==> config.mk <==
export PLATFORM = sky130hd
export DESIGN_NAME = irqagg_top
export DESIGN_NICKNAME = d
export VERILOG_FILES = /design/src/rtl/irqagg_pkg.sv /design/src/rtl/irqagg_latch.sv /design/src/rtl/irqagg_regbus.sv /design/src/rtl/irqagg_irqout.sv /design/src/rtl/irqagg_top.sv
export SDC_FILE = /design/constraint.sdc
export NUM_CORES = 1
export LEC_CHECK = 0
export BUFFER_PORTS_ARGS = -buffer_cell sky130_fd_sc_hd__buf_2
export CORE_ASPECT_RATIO = 1.25
export CORE_MARGIN = 1
export CORE_UTILIZATION = 64
export CTS_CLUSTER_DIAMETER = 100
export CTS_CLUSTER_SIZE = 25
export DETAILED_ROUTE_END_ITERATION = 10
export GPL_ROUTABILITY_DRIVEN = 0
export GPL_TIMING_DRIVEN = 0
export PLACE_DENSITY = 0.85
export SYNTH_ARGS = -nofsm -noshare
export SYNTH_HDL_FRONTEND = slang
export SYNTH_HIERARCHICAL = 1
export SYNTH_SLANG_ARGS = --single-unit
==> constraint.sdc <==
create_clock -name clk -period 4.65 [get_ports clk]
set_input_delay 0.465 -clock clk [delete_from_list [all_inputs] [get_ports clk]]
set_output_delay 0.465 -clock clk [all_outputs]
set_load 0.1 [all_outputs]
==> src/rtl/irqagg_pkg.sv <==
package irqagg_pkg;
  localparam int GRP_BYTES = 3;
  localparam int BYTE_W    = 8;
  localparam int NSRC      = GRP_BYTES * BYTE_W;

  typedef enum logic [1:0] {
    GRP_NONE  = 2'd0,
    GRP_LMASK = 2'd1,
    GRP_SMASK = 2'd2,
    GRP_STAT  = 2'd3
  } grp_e;
endpackage

==> src/rtl/irqagg_latch.sv <==
module irqagg_latch
  import irqagg_pkg::*;
#(
  parameter int          N    = NSRC,
  parameter logic [N-1:0] RSVD = '0
) (
  input  logic         clk,
  input  logic         rst_n,
  input  logic [N-1:0] evt_in,
  input  logic [N-1:0] smask,
  input  logic         clr_all,
  output logic [N-1:0] set_vec,
  output logic [N-1:0] stat
);
  logic [N-1:0] prev_q;
  logic [N-1:0] rise;

  always_ff @(posedge clk or negedge rst_n) begin
    if (!rst_n) prev_q <= '0;
    else        prev_q <= evt_in;
  end

  assign rise    = evt_in & ~prev_q;
  assign set_vec = rise & ~smask & ~RSVD;

  for (genvar i = 0; i < N; i++) begin : g_bit
    if (RSVD[i]) begin : g_rsvd
      assign stat[i] = 1'b0;
    end else begin : g_live
      logic bit_q;
      always_ff @(posedge clk or negedge rst_n) begin
        if (!rst_n)          bit_q <= 1'b0;
        else if (set_vec[i]) bit_q <= 1'b1;
        else if (clr_all)    bit_q <= 1'b0;
      end
      assign stat[i] = bit_q;
    end
  end
endmodule

==> src/rtl/irqagg_regbus.sv <==
module irqagg_regbus
  import irqagg_pkg::*;
#(
  parameter int ADDR_W     = 8,
  parameter int LMASK_BASE = 0,
  parameter int SMASK_BASE = 3,
  parameter int STAT_BASE  = 6
) (
  input  logic              clk,
  input  logic              rst_n,
  input  logic              cmd_valid,
  input  logic              cmd_first,
  input  logic [ADDR_W-1:0] cmd_addr,
  input  logic              cmd_we,
  input  logic [BYTE_W-1:0] cmd_wdata,
  input  logic [NSRC-1:0]   stat,
  output logic [NSRC-1:0]   lmask,
  output logic [NSRC-1:0]   smask,
  output logic              clr_all,
  output logic              rsp_valid,
  output logic [BYTE_W-1:0] rsp_data
);
  logic [ADDR_W-1:0] ptr_q;
  logic [ADDR_W-1:0] addr;
  logic              acc_wr;
  logic              acc_rd;
  grp_e              grp;
  logic [1:0]        idx;
  logic [BYTE_W-1:0] rd_byte;

  assign addr   = cmd_first ? cmd_addr : ptr_q;
  assign acc_wr = cmd_valid & cmd_we;
  assign acc_rd = cmd_valid & ~cmd_we;

  always_comb begin
    grp = GRP_NONE;
    idx = '0;
    for (int b = 0; b < GRP_BYTES; b++) begin
      if (addr == ADDR_W'(LMASK_BASE + b)) begin grp = GRP_LMASK; idx = 2'(b); end
      if (addr == ADDR_W'(SMASK_BASE + b)) begin grp = GRP_SMASK; idx = 2'(b); end
      if (addr == ADDR_W'(STAT_BASE + b))  begin grp = GRP_STAT;  idx = 2'(b); end
    end
  end

  assign clr_all = acc_wr && (grp == GRP_STAT);

  always_ff @(posedge clk or negedge rst_n) begin
    if (!rst_n)         ptr_q <= '0;
    else if (cmd_valid) ptr_q <= addr + ADDR_W'(1);
  end

  for (genvar b = 0; b < GRP_BYTES; b++) begin : g_byte
    always_ff @(posedge clk or negedge rst_n) begin
      if (!rst_n) begin
        lmask[b*BYTE_W +: BYTE_W] <= '1;
        smask[b*BYTE_W +: BYTE_W] <= '1;
      end else if (acc_wr && idx == 2'(b)) begin
        if (grp == GRP_LMASK) lmask[b*BYTE_W +: BYTE_W] <= cmd_wdata;
        if (grp == GRP_SMASK) smask[b*BYTE_W +: BYTE_W] <= cmd_wdata;
      end
    end
  end

  always_comb begin
    rd_byte = '0;
    for (int b = 0; b < GRP_BYTES; b++) begin
      if (idx == 2'(b)) begin
        case (grp)
          GRP_LMASK: rd_byte = lmask[b*BYTE_W +: BYTE_W];
          GRP_SMASK: rd_byte = smask[b*BYTE_W +: BYTE_W];
          GRP_STAT:  rd_byte = stat[b*BYTE_W +: BYTE_W];
          default:   rd_byte = '0;
        endcase
      end
    end
  end

  always_ff @(posedge clk or negedge rst_n) begin
    if (!rst_n) begin
      rsp_valid <= 1'b0;
      rsp_data  <= '0;
    end else begin
      rsp_valid <= acc_rd;
      if (acc_rd) rsp_data <= rd_byte;
    end
  end
endmodule

==> src/rtl/irqagg_irqout.sv <==
module irqagg_irqout #(
  parameter int N = 24
) (
  input  logic         clk,
  input  logic         rst_n,
  input  logic [N-1:0] stat,
  input  logic [N-1:0] lmask,
  output logic         irq_out
);
  logic [N-1:0] live;
  assign live = stat & ~lmask;

  always_ff @(posedge clk or negedge rst_n) begin
    if (!rst_n) irq_out <= 1'b0;
    else        irq_out <= |live;
  end
endmodule

==> src/rtl/irqagg_top.sv <==
module irqagg_top
  import irqagg_pkg::*;
#(
  parameter int             ADDR_W     = 8,
  parameter int             LMASK_BASE = 0,
  parameter int             SMASK_BASE = 3,
  parameter int             STAT_BASE  = 6,
  parameter logic [NSRC-1:0] RSVD_MASK = 24'h80_1000
) (
  input  logic              clk,
  input  logic              rst_n,
  input  logic [NSRC-1:0]   evt_in,
  input  logic              cmd_valid,
  output logic              cmd_ready,
  input  logic              cmd_first,
  input  logic [ADDR_W-1:0] cmd_addr,
  input  logic              cmd_we,
  input  logic [BYTE_W-1:0] cmd_wdata,
  output logic              rsp_valid,
  output logic [BYTE_W-1:0] rsp_data,
  output logic              irq_out
);
  logic [NSRC-1:0] stat_w;
  logic [NSRC-1:0] lmask_w;
  logic [NSRC-1:0] smask_w;
  logic [NSRC-1:0] set_w;
  logic            clr_w;

  assign cmd_ready = 1'b1;

  irqagg_regbus #(
    .ADDR_W(ADDR_W), .LMASK_BASE(LMASK_BASE),
    .SMASK_BASE(SMASK_BASE), .STAT_BASE(STAT_BASE)
  ) u_bus (
    .clk(clk), .rst_n(rst_n),
    .cmd_valid(cmd_valid), .cmd_first(cmd_first), .cmd_addr(cmd_addr),
    .cmd_we(cmd_we), .cmd_wdata(cmd_wdata), .stat(stat_w),
    .lmask(lmask_w), .smask(smask_w), .clr_all(clr_w),
    .rsp_valid(rsp_valid), .rsp_data(rsp_data)
  );

  irqagg_latch #(.N(NSRC), .RSVD(RSVD_MASK)) u_latch (
    .clk(clk), .rst_n(rst_n), .evt_in(evt_in), .smask(smask_w),
    .clr_all(clr_w), .set_vec(set_w), .stat(stat_w)
  );

  irqagg_irqout #(.N(NSRC)) u_irq (
    .clk(clk), .rst_n(rst_n), .stat(stat_w), .lmask(lmask_w), .irq_out(irq_out)
  );
endmodule

==> results.md <==
- Status: finished, final reports clean
- IO buf count: 52
- Largest net degree at the start of global routing: 64
- FP Rows: 38
- H-tree depth: 3
- Fin Clk Skew: 0.0177 ns
- Drt first pass iters: 5
- I/O Pins: between 50 and 60
- Clock Tree Root: clkbuf_8
- Share of layout cells above drive strength 1: a little over two fifths
- Initial antenna violation count: 0
- DP HPWL: roughly 9.5 mm
- Clock sinks: 110
- R2R Path Start: u_bus/ptr_q[0]
- MaxCap Viol Count: 0
- Crit path launch: cmd_first
- Die height: ~110 µm
- Detailed-route via count: between 4000 and 5000
- Post-CTS Setup Repair Bufs: 0
- Final Hold Violating Endpoints: 0
- Wire length on met2: ~6.7 mm
- Critical Path RT: 4.88 ns
- # DRC: 0
- Synthesis-to-finish area growth: 10.6%
- Core area: ~8800 µm²
- Cell Pwr Density: about 330 nW/µm²
- DR top layer: met4
- Met3 routed WL: 735 µm
- Via/cell ratio: slightly above 6
- CTS tree: built
- Worst-Margin Slew: approximately 0.85 ns
- First-pass GRT wire length: 21.8 mm
- WL per Instance: approximately 20 µm
- Mean Syn Cell Area: 11.7 µm²
- Die X: roughly 90 µm
- Worst slew margin: 43.2%
- Hold buffers post-CTS: 0
- Final WL: around 14 mm
- # resized after CTS: 0
- Tcrit/Tclk final: a little under nine tenths
- # setup viols final: 0
- Setup ws final: between 0.6 and 0.7 ns
- DP Worst Slack: approximately 0.36 ns
- Final antenna-violating net count: 0
- CTS clk-pin slew, worst paths: approximately 0.10 ns
- Initial Util: between 60% and 70%
- N_diodes: 0
- First-iteration detailed-routing DRC count: between 200 and 300
- GRT overflow: 0
- Crit Path Max Fanout: 10
- Maximum clock path buffer count: 2
- Worst-Skew Late Latency: around 0.38 ns
- All-layer global routing usage: a little under a third
- Cell area after synthesis: approximately 5900 µm²
- P_leak: 2.97 nW
- RSZ-0062 raised after global routing: no
- Max Freq: 0.251 GHz
- M1 wire length: about 5.4 mm
- Worst Setup End Kind: flop
- Startpoint Class: primary input
- Reg2Reg Depth: 11
- Min Tclk post-route: roughly 4.0 ns
- RR Endpoint: u_bus/rsp_data[0]
- Die area: about 9500 µm²
- Max IR drop VDD: 0.000282 V
- Mapped Cells: approximately 500
- Yosys warning total: 6
- TritonCTS Buffers: 9
- Setup TNS: 0 ns
- Vias in the first global route: around 4400
- Nets: slightly above 600
- Slew Limit Fails: 0
- Type of the most critical hold path: in2async
- WS Path Type: in2reg
- CP arrival: around 4.2 ns
- Worst reg2reg setup slack: about 0.94 ns
==> sequential cells by signal, indices dropped and copies added (netlist names) <==
name,count
u_latch/g_bit.g_live.bit_q,22
u_bus/smask,24
u_bus/ptr_q,8
u_bus/rsp_valid,1
u_bus/lmask,24
u_irq/irq_out,1
u_latch/prev_q,22
u_bus/rsp_data,8
==> layout by cell type, fill, tap and decap left out, drive strengths merged, types with 4 or more instances in the layout <==
cell type,instances
clkbuf,22
a221oi,8
mux2i,22
mux2,66
a211oi,8
a22o,8
nand3,6
o21ai,24
dfstp,48
nor3,4
o22ai,16
a21o,22
dfrtp,62
o31ai,9
inv,30
buf,91
nor3b,27
nand2b,5
ha,4
nor2,14
nand2,35
==> area by class of cell <==
| cell class | instances | area [µm²] |
|---|---|---|
| Clock buffer | 14 | 163 |
| Tap cell | 120 | 150 |
| Sequential cell | 110 | 2810 |
| Timing Repair Buffer | 53 | 290 |
| Fill cell | 595 | 2310 |
| Buffer | 46 | 310 |
| Inverter | 30 | 113 |
| Clock inverter | 2 | 16.3 |
| Multi-Input combinational cell | 317 | 2630 |
==> report_power, final <==
group | leakage, nW | switching (mW) | internal, mW
registers | 1.17 | 0.0566 | 1.06
logic | 1.71 | 0.268 | 0.228
clock network | 0.0869 | 0.311 | 0.226
total | 2.97 | 0.636 | 1.52
==> worst max-delay path: stages <==
cell and delay [ns]:
buf_2 0.11, buf_6 0.14, buf_2 0.23, mux2i_1 0.41, inv_1 0.13, ha_1 0.21, clkbuf_1 0.20, mux2i_1 0.26
o21ai_0 0.17, nor2_1 0.53, buf_2 0.46, mux2_2 0.39, a211oi_1 0.41, o31ai_1 0.10
==> how the worst max path moves through the flow <==
stage | endpoint | slack, ns | cells past startpoint
2_1_floorplan | u_bus/rsp_data[0] | 1.45 | 13
3_3_place_gp | u_bus/rsp_data[0] | 0.48 | 14
3_5_place_dp | u_bus/rsp_data[0] | 0.36 | 14
4_1_cts | u_bus/rsp_data[0] | 0.80 | 14
5_1_grt | u_bus/rsp_data[0] | 0.52 | 14
6_report | u_bus/rsp_data[0] | 0.66 | 14
==> routing by layer <==
layer | GRT usage, % | vias to the layer above
met1 | 36.7 | 2080
met3 | 5.45 | 63
met5 | 0 | -
li1 | - | 1915
met4 | 21.9 | 0
met2 | 51.8 | 198
==> per-stage QoR <==
| step | cells | area, µm² | hold WS, ns | power, mW | util (%) |
|---|---|---|---|---|---|
| 2_1_floorplan | 503 | 5860 | 0.169 | 1.47 | - |
| 3_3_place_gp | 675 | 6270 | 0.465 | 1.60 | 71.3 |
| 3_5_place_dp | 676 | 6300 | 0.469 | 1.62 | 71.7 |
| 4_1_cts | 692 | 6480 | 0.0984 | 2.16 | 73.7 |
| 5_1_grt | 692 | 6480 | 0.109 | 2.26 | 73.7 |
| 6_report | 692 | 6480 | 0.0946 | 2.15 | 73.7 |
(Power assumes the default switching activity.)
